`src/rtl/segchk_pkg.sv`:
```
package segchk_pkg;
  typedef enum logic [1:0] {
    CAUSE_NONE   = 2'd0,
    CAUSE_LIMIT  = 2'd1,
    CAUSE_WPROT  = 2'd2,
    CAUSE_BADSEL = 2'd3
  } cause_e;

  typedef struct packed {
    logic   grant;
    logic   fault;
    cause_e cause;
    logic   useBig;
  } strobe_t;
endpackage

```
`src/rtl/seg_check_ctrl.sv`:
```
module seg_check_ctrl
  import segchk_pkg::*;
#(
  parameter int NUM_SEG = 6,
  parameter int ADDR_W  = 32,
  parameter int SHORT_W = 16,
  localparam int SEL_W  = $clog2(NUM_SEG)
) (
  input  logic              reqValid,
  input  logic [SEL_W-1:0]  reqSel,
  input  logic [ADDR_W-1:0] reqOffset,
  input  logic              reqWrite,
  input  logic              sizeFlip,
  input  logic [ADDR_W-1:0] descLimit,
  input  logic              descWritable,
  input  logic              descBig,
  output logic [ADDR_W-1:0] effOffset,
  output strobe_t           strobes
);
  localparam logic [SEL_W:0] SEG_COUNT = (SEL_W+1)'(NUM_SEG);
  localparam logic [ADDR_W-1:0] LOW_MASK =
    {{(ADDR_W-SHORT_W){1'b0}}, {SHORT_W{1'b1}}};

  logic   selOk;
  logic   useBig;
  cause_e cause;

  always_comb begin
    selOk     = ({1'b0, reqSel} < SEG_COUNT);
    useBig    = descBig ^ sizeFlip;
    effOffset = useBig ? reqOffset : (reqOffset & LOW_MASK);
    // bad select outranks limit, limit outranks write-protect
    if (!selOk)                         cause = CAUSE_BADSEL;
    else if (effOffset > descLimit)     cause = CAUSE_LIMIT;
    else if (reqWrite && !descWritable) cause = CAUSE_WPROT;
    else                                cause = CAUSE_NONE;
    strobes.grant  = reqValid && (cause == CAUSE_NONE);
    strobes.fault  = reqValid && (cause != CAUSE_NONE);
    strobes.cause  = reqValid ? cause : CAUSE_NONE;
    strobes.useBig = useBig;
  end
endmodule

```
`src/rtl/seg_check_dp.sv`:
```
module seg_check_dp
  import segchk_pkg::*;
#(
  parameter int NUM_SEG = 6,
  parameter int ADDR_W  = 32,
  localparam int SEL_W  = $clog2(NUM_SEG)
) (
  input  logic               clk,
  input  logic               rstN,
  input  logic               loadEn,
  input  logic [SEL_W-1:0]   loadSel,
  input  logic [ADDR_W-1:0]  loadBase,
  input  logic [ADDR_W-1:0]  loadLimit,
  input  logic               loadWritable,
  input  logic               loadBig,
  input  logic               reqValid,
  input  logic [SEL_W-1:0]   reqSel,
  input  logic [ADDR_W-1:0]  effOffset,
  input  strobe_t            strobes,
  output logic [ADDR_W-1:0]  descLimit,
  output logic               descWritable,
  output logic               descBig,
  output logic               addrValid,
  output logic [ADDR_W-1:0]  linAddr,
  output logic               bigOut,
  output logic               fault,
  output logic [1:0]         faultCause,
  output logic [NUM_SEG-1:0] segAccessed
);
  logic [ADDR_W-1:0]  baseQ  [NUM_SEG];
  logic [ADDR_W-1:0]  limitQ [NUM_SEG];
  logic [NUM_SEG-1:0] wrQ;
  logic [NUM_SEG-1:0] bigQ;
  logic [NUM_SEG-1:0] accQ;
  logic [SEL_W-1:0]   rdIdx;
  logic [ADDR_W-1:0]  descBase;

  // one register slice per segment
  for (genvar s = 0; s < NUM_SEG; s++) begin : g_seg
    localparam logic [SEL_W-1:0] IDX = SEL_W'(s);
    always_ff @(posedge clk) begin
      if (!rstN) begin
        baseQ[s]  <= '0;
        limitQ[s] <= '1;
        wrQ[s]    <= 1'b1;
        bigQ[s]   <= 1'b1;
        accQ[s]   <= 1'b0;
      end else if (loadEn && loadSel == IDX) begin
        baseQ[s]  <= loadBase;
        limitQ[s] <= loadLimit;
        wrQ[s]    <= loadWritable;
        bigQ[s]   <= loadBig;
        accQ[s]   <= 1'b0;
      end else if (strobes.grant && reqSel == IDX) begin
        accQ[s]   <= 1'b1;
      end
    end
  end

  always_comb begin
    rdIdx        = (int'(reqSel) < NUM_SEG) ? reqSel : '0;
    descBase     = baseQ[rdIdx];
    descLimit    = limitQ[rdIdx];
    descWritable = wrQ[rdIdx];
    descBig      = bigQ[rdIdx];
  end

  always_ff @(posedge clk) begin
    if (!rstN) begin
      addrValid  <= 1'b0;
      linAddr    <= '0;
      bigOut     <= 1'b0;
      fault      <= 1'b0;
      faultCause <= 2'd0;
    end else begin
      addrValid  <= strobes.grant;
      linAddr    <= strobes.grant ? (descBase + effOffset) : '0;
      bigOut     <= strobes.grant && strobes.useBig;
      fault      <= strobes.fault;
      faultCause <= strobes.fault ? strobes.cause : CAUSE_NONE;
    end
  end

  assign segAccessed = accQ;

  a_r10_exclusive: assert property (@(posedge clk) disable iff (!rstN)
    !(addrValid && fault));

  a_r10_idle: assert property (@(posedge clk) disable iff (!rstN)
    !reqValid |=> (!addrValid && !fault));

  a_r5_bad_select: assert property (@(posedge clk) disable iff (!rstN)
    (reqValid && int'(reqSel) >= NUM_SEG) |=> (fault && faultCause == 2'd3));

  a_r8_fault_keeps_accessed: assert property (@(posedge clk) disable iff (!rstN)
    (fault && !$past(loadEn)) |-> (segAccessed == $past(segAccessed)));

  a_r11_quiet_outputs: assert property (@(posedge clk) disable iff (!rstN)
    !addrValid |-> (linAddr == '0 && !bigOut));
endmodule

```
`src/rtl/seg_addr_check.sv`:
```
module seg_addr_check
  import segchk_pkg::*;
#(
  parameter int NUM_SEG = 6,
  parameter int ADDR_W  = 32,
  parameter int SHORT_W = 16,
  localparam int SEL_W  = $clog2(NUM_SEG)
) (
  input  logic               clk,
  input  logic               rstN,
  input  logic               loadEn,
  input  logic [SEL_W-1:0]   loadSel,
  input  logic [ADDR_W-1:0]  loadBase,
  input  logic [ADDR_W-1:0]  loadLimit,
  input  logic               loadWritable,
  input  logic               loadBig,
  input  logic               reqValid,
  input  logic [SEL_W-1:0]   reqSel,
  input  logic [ADDR_W-1:0]  reqOffset,
  input  logic               reqWrite,
  input  logic               sizeFlip,
  output logic               addrValid,
  output logic [ADDR_W-1:0]  linAddr,
  output logic               bigOut,
  output logic               fault,
  output logic [1:0]         faultCause,
  output logic [NUM_SEG-1:0] segAccessed
);
  strobe_t           strobes;
  logic [ADDR_W-1:0] effOffset;
  logic [ADDR_W-1:0] descLimit;
  logic              descWritable;
  logic              descBig;

  seg_check_ctrl #(.NUM_SEG(NUM_SEG), .ADDR_W(ADDR_W), .SHORT_W(SHORT_W)) u_ctrl (
    .reqValid    (reqValid),
    .reqSel      (reqSel),
    .reqOffset   (reqOffset),
    .reqWrite    (reqWrite),
    .sizeFlip    (sizeFlip),
    .descLimit   (descLimit),
    .descWritable(descWritable),
    .descBig     (descBig),
    .effOffset   (effOffset),
    .strobes     (strobes)
  );

  seg_check_dp #(.NUM_SEG(NUM_SEG), .ADDR_W(ADDR_W)) u_dp (
    .clk         (clk),
    .rstN        (rstN),
    .loadEn      (loadEn),
    .loadSel     (loadSel),
    .loadBase    (loadBase),
    .loadLimit   (loadLimit),
    .loadWritable(loadWritable),
    .loadBig     (loadBig),
    .reqValid    (reqValid),
    .reqSel      (reqSel),
    .effOffset   (effOffset),
    .strobes     (strobes),
    .descLimit   (descLimit),
    .descWritable(descWritable),
    .descBig     (descBig),
    .addrValid   (addrValid),
    .linAddr     (linAddr),
    .bigOut      (bigOut),
    .fault       (fault),
    .faultCause  (faultCause),
    .segAccessed (segAccessed)
  );
endmodule

```
`config.mk`:
```
export PLATFORM = sky130hd
export DESIGN_NAME = seg_addr_check
export DESIGN_NICKNAME = d
export VERILOG_FILES = /design/src/rtl/segchk_pkg.sv /design/src/rtl/seg_check_ctrl.sv /design/src/rtl/seg_check_dp.sv /design/src/rtl/seg_addr_check.sv
export SDC_FILE = /design/constraint.sdc
export NUM_CORES = 1
export LEC_CHECK = 0
export CAP_MARGIN = 20
export CORE_ASPECT_RATIO = 1.2
export CORE_MARGIN = 1
export CORE_UTILIZATION = 60
export CTS_CLUSTER_SIZE = 10
export DETAILED_ROUTE_END_ITERATION = 7
export GPL_TIMING_DRIVEN = 0
export PLACE_DENSITY = 0.81
export SKIP_LAST_GASP = 1
export SYNTH_ARGS = -nofsm -noshare
export SYNTH_HDL_FRONTEND = slang
export SYNTH_SLANG_ARGS = --single-unit
```
`constraint.sdc`:
```
create_clock -name clk -period 10 [get_ports clk]
set_input_delay 2 -clock clk [delete_from_list [all_inputs] [get_ports clk]]
set_output_delay 2 -clock clk [all_outputs]
set_load 0.1 [all_outputs]
```
# == Yosys cells after proc, flatten, opt, wreduce, memory -nomap -nowiden ==
# Memories as Yosys holds them, arrays and structs flattened.
# Cells that the tools add are included.
# word_totals
word_cells,123
mem_count,2
mem_bits_ro,0
ram_bits,384
register_bits,55
latchBits,0
inputBits,110
# classes
n_addsub,1
mul,0
reduce_logical,29
order_cmp,4
n_eq_ne,10
n_shift,0
muxes,40
div,0
n_bitwise,14
# memory_table
name,words,word_bits,read_ports,rd_clocked_by_memory_dff,write_ports,line,rtl
u_dp.baseQ,6,32,1,0,6,seg_check_dp.sv:30,logic [ADDR_W-1:0] baseQ [NUM_SEG];
u_dp.limitQ,6,32,1,0,6,seg_check_dp.sv:31,logic [ADDR_W-1:0] limitQ [NUM_SEG];
# op_table
op,n
$mux 32,13
$add 32x32->32,1
$gt 32x32->1,1
$mux 1,21
$logic_and 1x1->1,16
$eq 3x2->1 const B,4
$eq 3x3->1 const B,4
$or 1x1->1,12
$reduce_or 2->1,6
$bmux 1 s3,2
$eq 3x1->1 const B,2
$logic_not 3->1,2
$lt 3x3->1 const B,2
$mux 2,3
$lt 3x4->1 const B,1
$mux 3,1
$reduce_and 3->1,1
$logic_not 2->1,1
$reduce_and 2->1,1
$reduce_bool 2->1,1
$logic_not 1->1,1
$not 1->1,1
$xor 1x1->1,1

# == Depth between registers and ports, before layout ==
# depth
depth_word,12
ltp_mapped,21
depth_no_buf,17

# == Hierarchy ==
# A second synthesis with hierarchy kept.
# hier_totals
hier_cells,1731
hier_area_um2,22689.3
# modules_own_cells
module,n_inst,cells_per_inst,area_each_um2
seg_check_dp,1,1569,21550.7
seg_check_ctrl,1,162,1138.6

# == Worst setup path before layout ==
# No wires, ideal clock.
# synth_timing
path_kind,input to register
start,input port loadSel[1]
end,memory u_dp.baseQ[0][0] (enable)
required_ps,9411
setup_time_ps,589
path_buffers,1
arrival_ps,7133
path_stages,2
path_slack_ps,2278
cell_sequence,clkbuf_1 o31ai_1
# synth_rtl
element,line,rtl
from (decl),seg_addr_check.sv:12,"input logic [SEL_W-1:0] loadSel,"
to (decl),seg_check_dp.sv:30,

# == Worst setup path after layout ==
# layout_timing
start,input port reqSel[0]
end,register u_dp.linAddr[13]
# layout_via
elab_chain_len,12
word_cells_on_any_way,21
cone_classes,add/sub: 1; order compare: 3; mux: 9; bitwise: 1; reduce/logical: 5; memory: 2
# layout_lines
element,line,rtl
from (decl),seg_addr_check.sv:18,"input logic [SEL_W-1:0] reqSel,"
$lt 3x3->1,"seg_check_ctrl.sv:29, seg_check_dp.sv:61",
$mux 3,seg_check_dp.sv:61,rdIdx = (int'(reqSel) < NUM_SEG) ? reqSel : '0;
$bmux 1 s3 (on tied branches),"seg_check_dp.sv:65, seg_check_dp.sv:64",
$mux 1 (on tied branches),"seg_check_dp.sv:65, seg_check_dp.sv:64",
$xor 1x1->1 / $logic_not 1->1 (equally long branches),"seg_check_ctrl.sv:30, seg_check_ctrl.sv:35",
$mux 32 / $logic_and 1x1->1 (equally long branches),"seg_check_ctrl.sv:31, seg_check_ctrl.sv:35",
$gt 32x32->1 / $mux 2 (equally long branches),"seg_check_ctrl.sv:34, seg_check_ctrl.sv:35",
$mux 2,seg_check_ctrl.sv:34,else if (effOffset > descLimit) cause = CAUSE_LIMIT;
$mux 2,seg_check_ctrl.sv:33,if (!selOk) cause = CAUSE_BADSEL;
$logic_not 2->1,seg_check_ctrl.sv:37,strobes.grant = reqValid && (cause == CAUSE_NONE);
$logic_and 1x1->1,seg_check_ctrl.sv:37,
$reduce_and 2->1 (no source line),-,
to (signal assigned),seg_check_dp.sv:77,linAddr <= strobes.grant ? (descBase + effOffset) : '0;
to (decl),seg_check_dp.sv:24,"output logic [ADDR_W-1:0] linAddr,"
# Parallel ways exist; a longest one is shown, timed or not. The select of a mux whose other input is x is not followed.
# A chain may end at the register's enable or synchronous reset.

==> metrics <==
total track usage 0.3443; post-place setup slack 1.814 ns; drt wl/cell 25.74 µm; Mapped Area 21,910 µm²; post-synth top area share 0.5262; Final Wtd Congestion 0.9535; largest net degree at the start of global routing 25; grt ovf 0; CTS sink cnt 439; R2R cell count 14; area of the multi-input gates 8876 µm²; Starting Density 0.6096; crit end category register; Port Buffers 148; largest area contributor in the netlist edfxtp_1; Cells after Synth 1,734; fill count 2,327; clock slew at reported path FFs 0.05 ns; Die Ht 211.4 µm; Seq cells post-synth 439; RSZ-0062 raised after global routing no; ys async rst share 0; Data arrival, critical path 8.29 ns; dpl cells 2,371; Worst Setup Start Kind primary input; die area 37,290 µm²; fraction of layout instances using a drive strength above 1 0.1118; critical path class primary input to register; post-CTS sizing 0; min Tclk post-route 7.831 ns; Initial DRC Count 1,891; total CTS buffers 50; die width 176.5 µm; antenna violations before repair 3; fin. max-slew vios 0; Post-synth top cells edfxtp_1 (384), nand2_1 (167), and2_1 (148); status finished, final reports clean; core area 35,940 µm²; CTS H-tree lvls 2; Worst-Skew Late Latency 0.58 ns; first-pass GRT wire length 93,850 µm; Synth Warn # 0; Area Overhead vs Synth 18.43%; net count after synthesis 1,906; worst hold endpoint u_dp.segAccessed[3]; hold buffers post-CTS 0; WHS 0.4875 ns; Main synth FF type edfxtp_1; synth unique cells 69; Final #Nets 2,127; worst reg2reg setup slack 5.30 ns; post-DP HPWL 43,020 µm; fmax 127.7 MHz; Placement Rows 76; Finish-stage setup viols 0; final worst-path cycle share 0.7831; hold path start u_dp.segAccessed[3]; reg-to-reg critical path startpoint u_dp.baseQ[0][0]; vias in the first global route 16,010; cell with the most instances after synthesis edfxtp_1; num ports 153; Post-synth EDFFs 384; Max Root-Sink Buffers 3; drt drc 0; Post-Route WL 63,390 µm; Leakage 9.550 nW; pwr/cell area 178.9 nW/µm²; Seq/Total Area, Yosys 0.5765; Seq. cell area 12,630 µm²; Worst slew margin 0.2548; postcts setup bufs 0; fin cells 2,463; Worst Path Required 10.46 ns; Crit Path Max Fanout 10; Cells on Worst Hold Path 2; via density per instance 6.471; Peak VDD IR 0.0001255 V; Max Cap Violations 0; Final Hold Vio Count 0; average cell area after synthesis 12.64 µm²; Vias 15,940; Slew @ Worst Pin 1.112 ns; clock skew 0.02520 ns; main area contributors after synthesis edfxtp_1 (53%), mux4_2 (5.7%), dfxtp_1 (5.0%); drt pass-1 iters 8; Final Worst Setup Slack 2.169 ns; Root Buffer clkbuf_16; worst r2r dst u_dp.linAddr[30]; Routed Antenna Nets 0; CTS tree yes; worst min path class register to register
==> layout make-up <==
cell class	count	area share
Antenna cell	1	0.00009643
Buffer	115	0.01745
Clock buffer	89	0.05549
Clock inverter	2	0.0006750
Inverter	8	0.001157
Multi-Input combinational cell	1172	0.3420
Sequential cell	439	0.4868
Tap cell	468	0.02256
Timing Repair Buffer	169	0.07377
==> state kept, by name, summed over array words and instances, names as in the netlist, 2 cells and up <==
signal            cells
u_dp.limitQ         192
u_dp.segAccessed      6
u_dp.linAddr         32
u_dp.faultCause       2
u_dp.bigQ             6
u_dp.baseQ          192
u_dp.wrQ              6
==> cell families after synthesis <==
| group | count (synthesis) | synth area share |
|---|---|---|
| simple gates | 707 | 0.1761 |
| flops | 439 | 0.5765 |
| compound gates | 193 | 0.05933 |
| mux | 181 | 0.1186 |
| buf+inv | 123 | 0.02204 |
| fa+ha+maj | 63 | 0.03620 |
| xor+xnor | 28 | 0.01119 |
==> how the worst max path moves through the flow <==
stage / cells past startpoint / end / slack [ns] / startpoint
global route: 20 / u_dp.linAddr[30] / 2.05 / reqSel[0]
CTS: 20 / u_dp.linAddr[15] / 2.38 / reqSel[0]
global placement: 3 / u_dp.baseQ[4][11] / -2.58 / loadSel[1]
detailed placement: 20 / u_dp.linAddr[15] / 1.81 / reqSel[0]
finish: 19 / u_dp.linAddr[13] / 2.17 / reqSel[0]
floorplan: 2 / u_dp.baseQ[0][0] / 2.28 / loadSel[1]
==> power by group <==
part	total [W]	internal, W	switching, W
clock	0.00169	0.000967	0.000727
combinational	0.000798	0.000302	0.000496
sequential	0.00215	0.00211	0.0000391
total	0.00464	0.00338	0.00126
==> critical path, cell delays in order <==
cell and delay (ns):
buf_6 0.14, buf_2 0.30, clkbuf_1 0.64, clkbuf_1 0.83, clkbuf_1 0.52, buf_1 0.70
mux4_2 0.41, mux2i_1 0.28, ha_1 0.31, a21o_1 0.19, a21o_1 0.17, a21oi_1 0.15
nor2_1 0.05, a211o_1 0.27, a41oi_1 0.38, o22a_4 0.27, nand2_4 0.11, buf_2 0.26
nor2_1 0.27
==> per-stage QoR <==
stage               total power [W]    util  setup TNS, ns  cell area [µm²]
floorplan                  0.002687       -              0            21910
global placement           0.002942  0.6672        -952.18            23980
detailed placement         0.002963  0.6814              0            24490
CTS                        0.004620  0.7219              0            25950
global route               0.004759  0.7220              0            25950
finish                     0.004644  0.7220              0            25950
==> layer usage <==
metal | up-vias | routed length (µm) | GRT usage | part of all wire
li1 | 6896 | - | - | -
met1 | 7788 | 23740 | 0.4427 | 0.37
met2 | 1037 | 30690 | 0.5616 | 0.48
met3 | 214 | 6054 | 0.06483 | 0.096
met4 | 4 | 2887 | 0.1706 | 0.046
met5 | - | 20 | 0 | 0.00032
==> cell usage in the layout, fill, tap and decap left out, types with 6 or more instances in the layout <==
master	count
a211oi_1	16
a21o_1	19
a21oi_1	40
a311oi_1	8
a41oi_1	7
and2_1	148
and3_1	71
buf_1	8
buf_12	6
buf_16	7
buf_8	8
clkbuf_1	137
clkbuf_16	52
clkdlybuf4s50_1	148
dfxtp_1	55
edfxtp_1	384
ha_1	61
mux2_2	64
mux2i_1	58
mux4_2	55
nand2_1	167
nand2b_1	74
nand3_1	13
nor2_1	56
nor2b_1	18
nor3_1	9
o21ai_0	43
o22a_1	13
or3_1	134
xnor2_1	11
xor2_1	17
No activity file was read; power rests on OpenSTA's default activity.
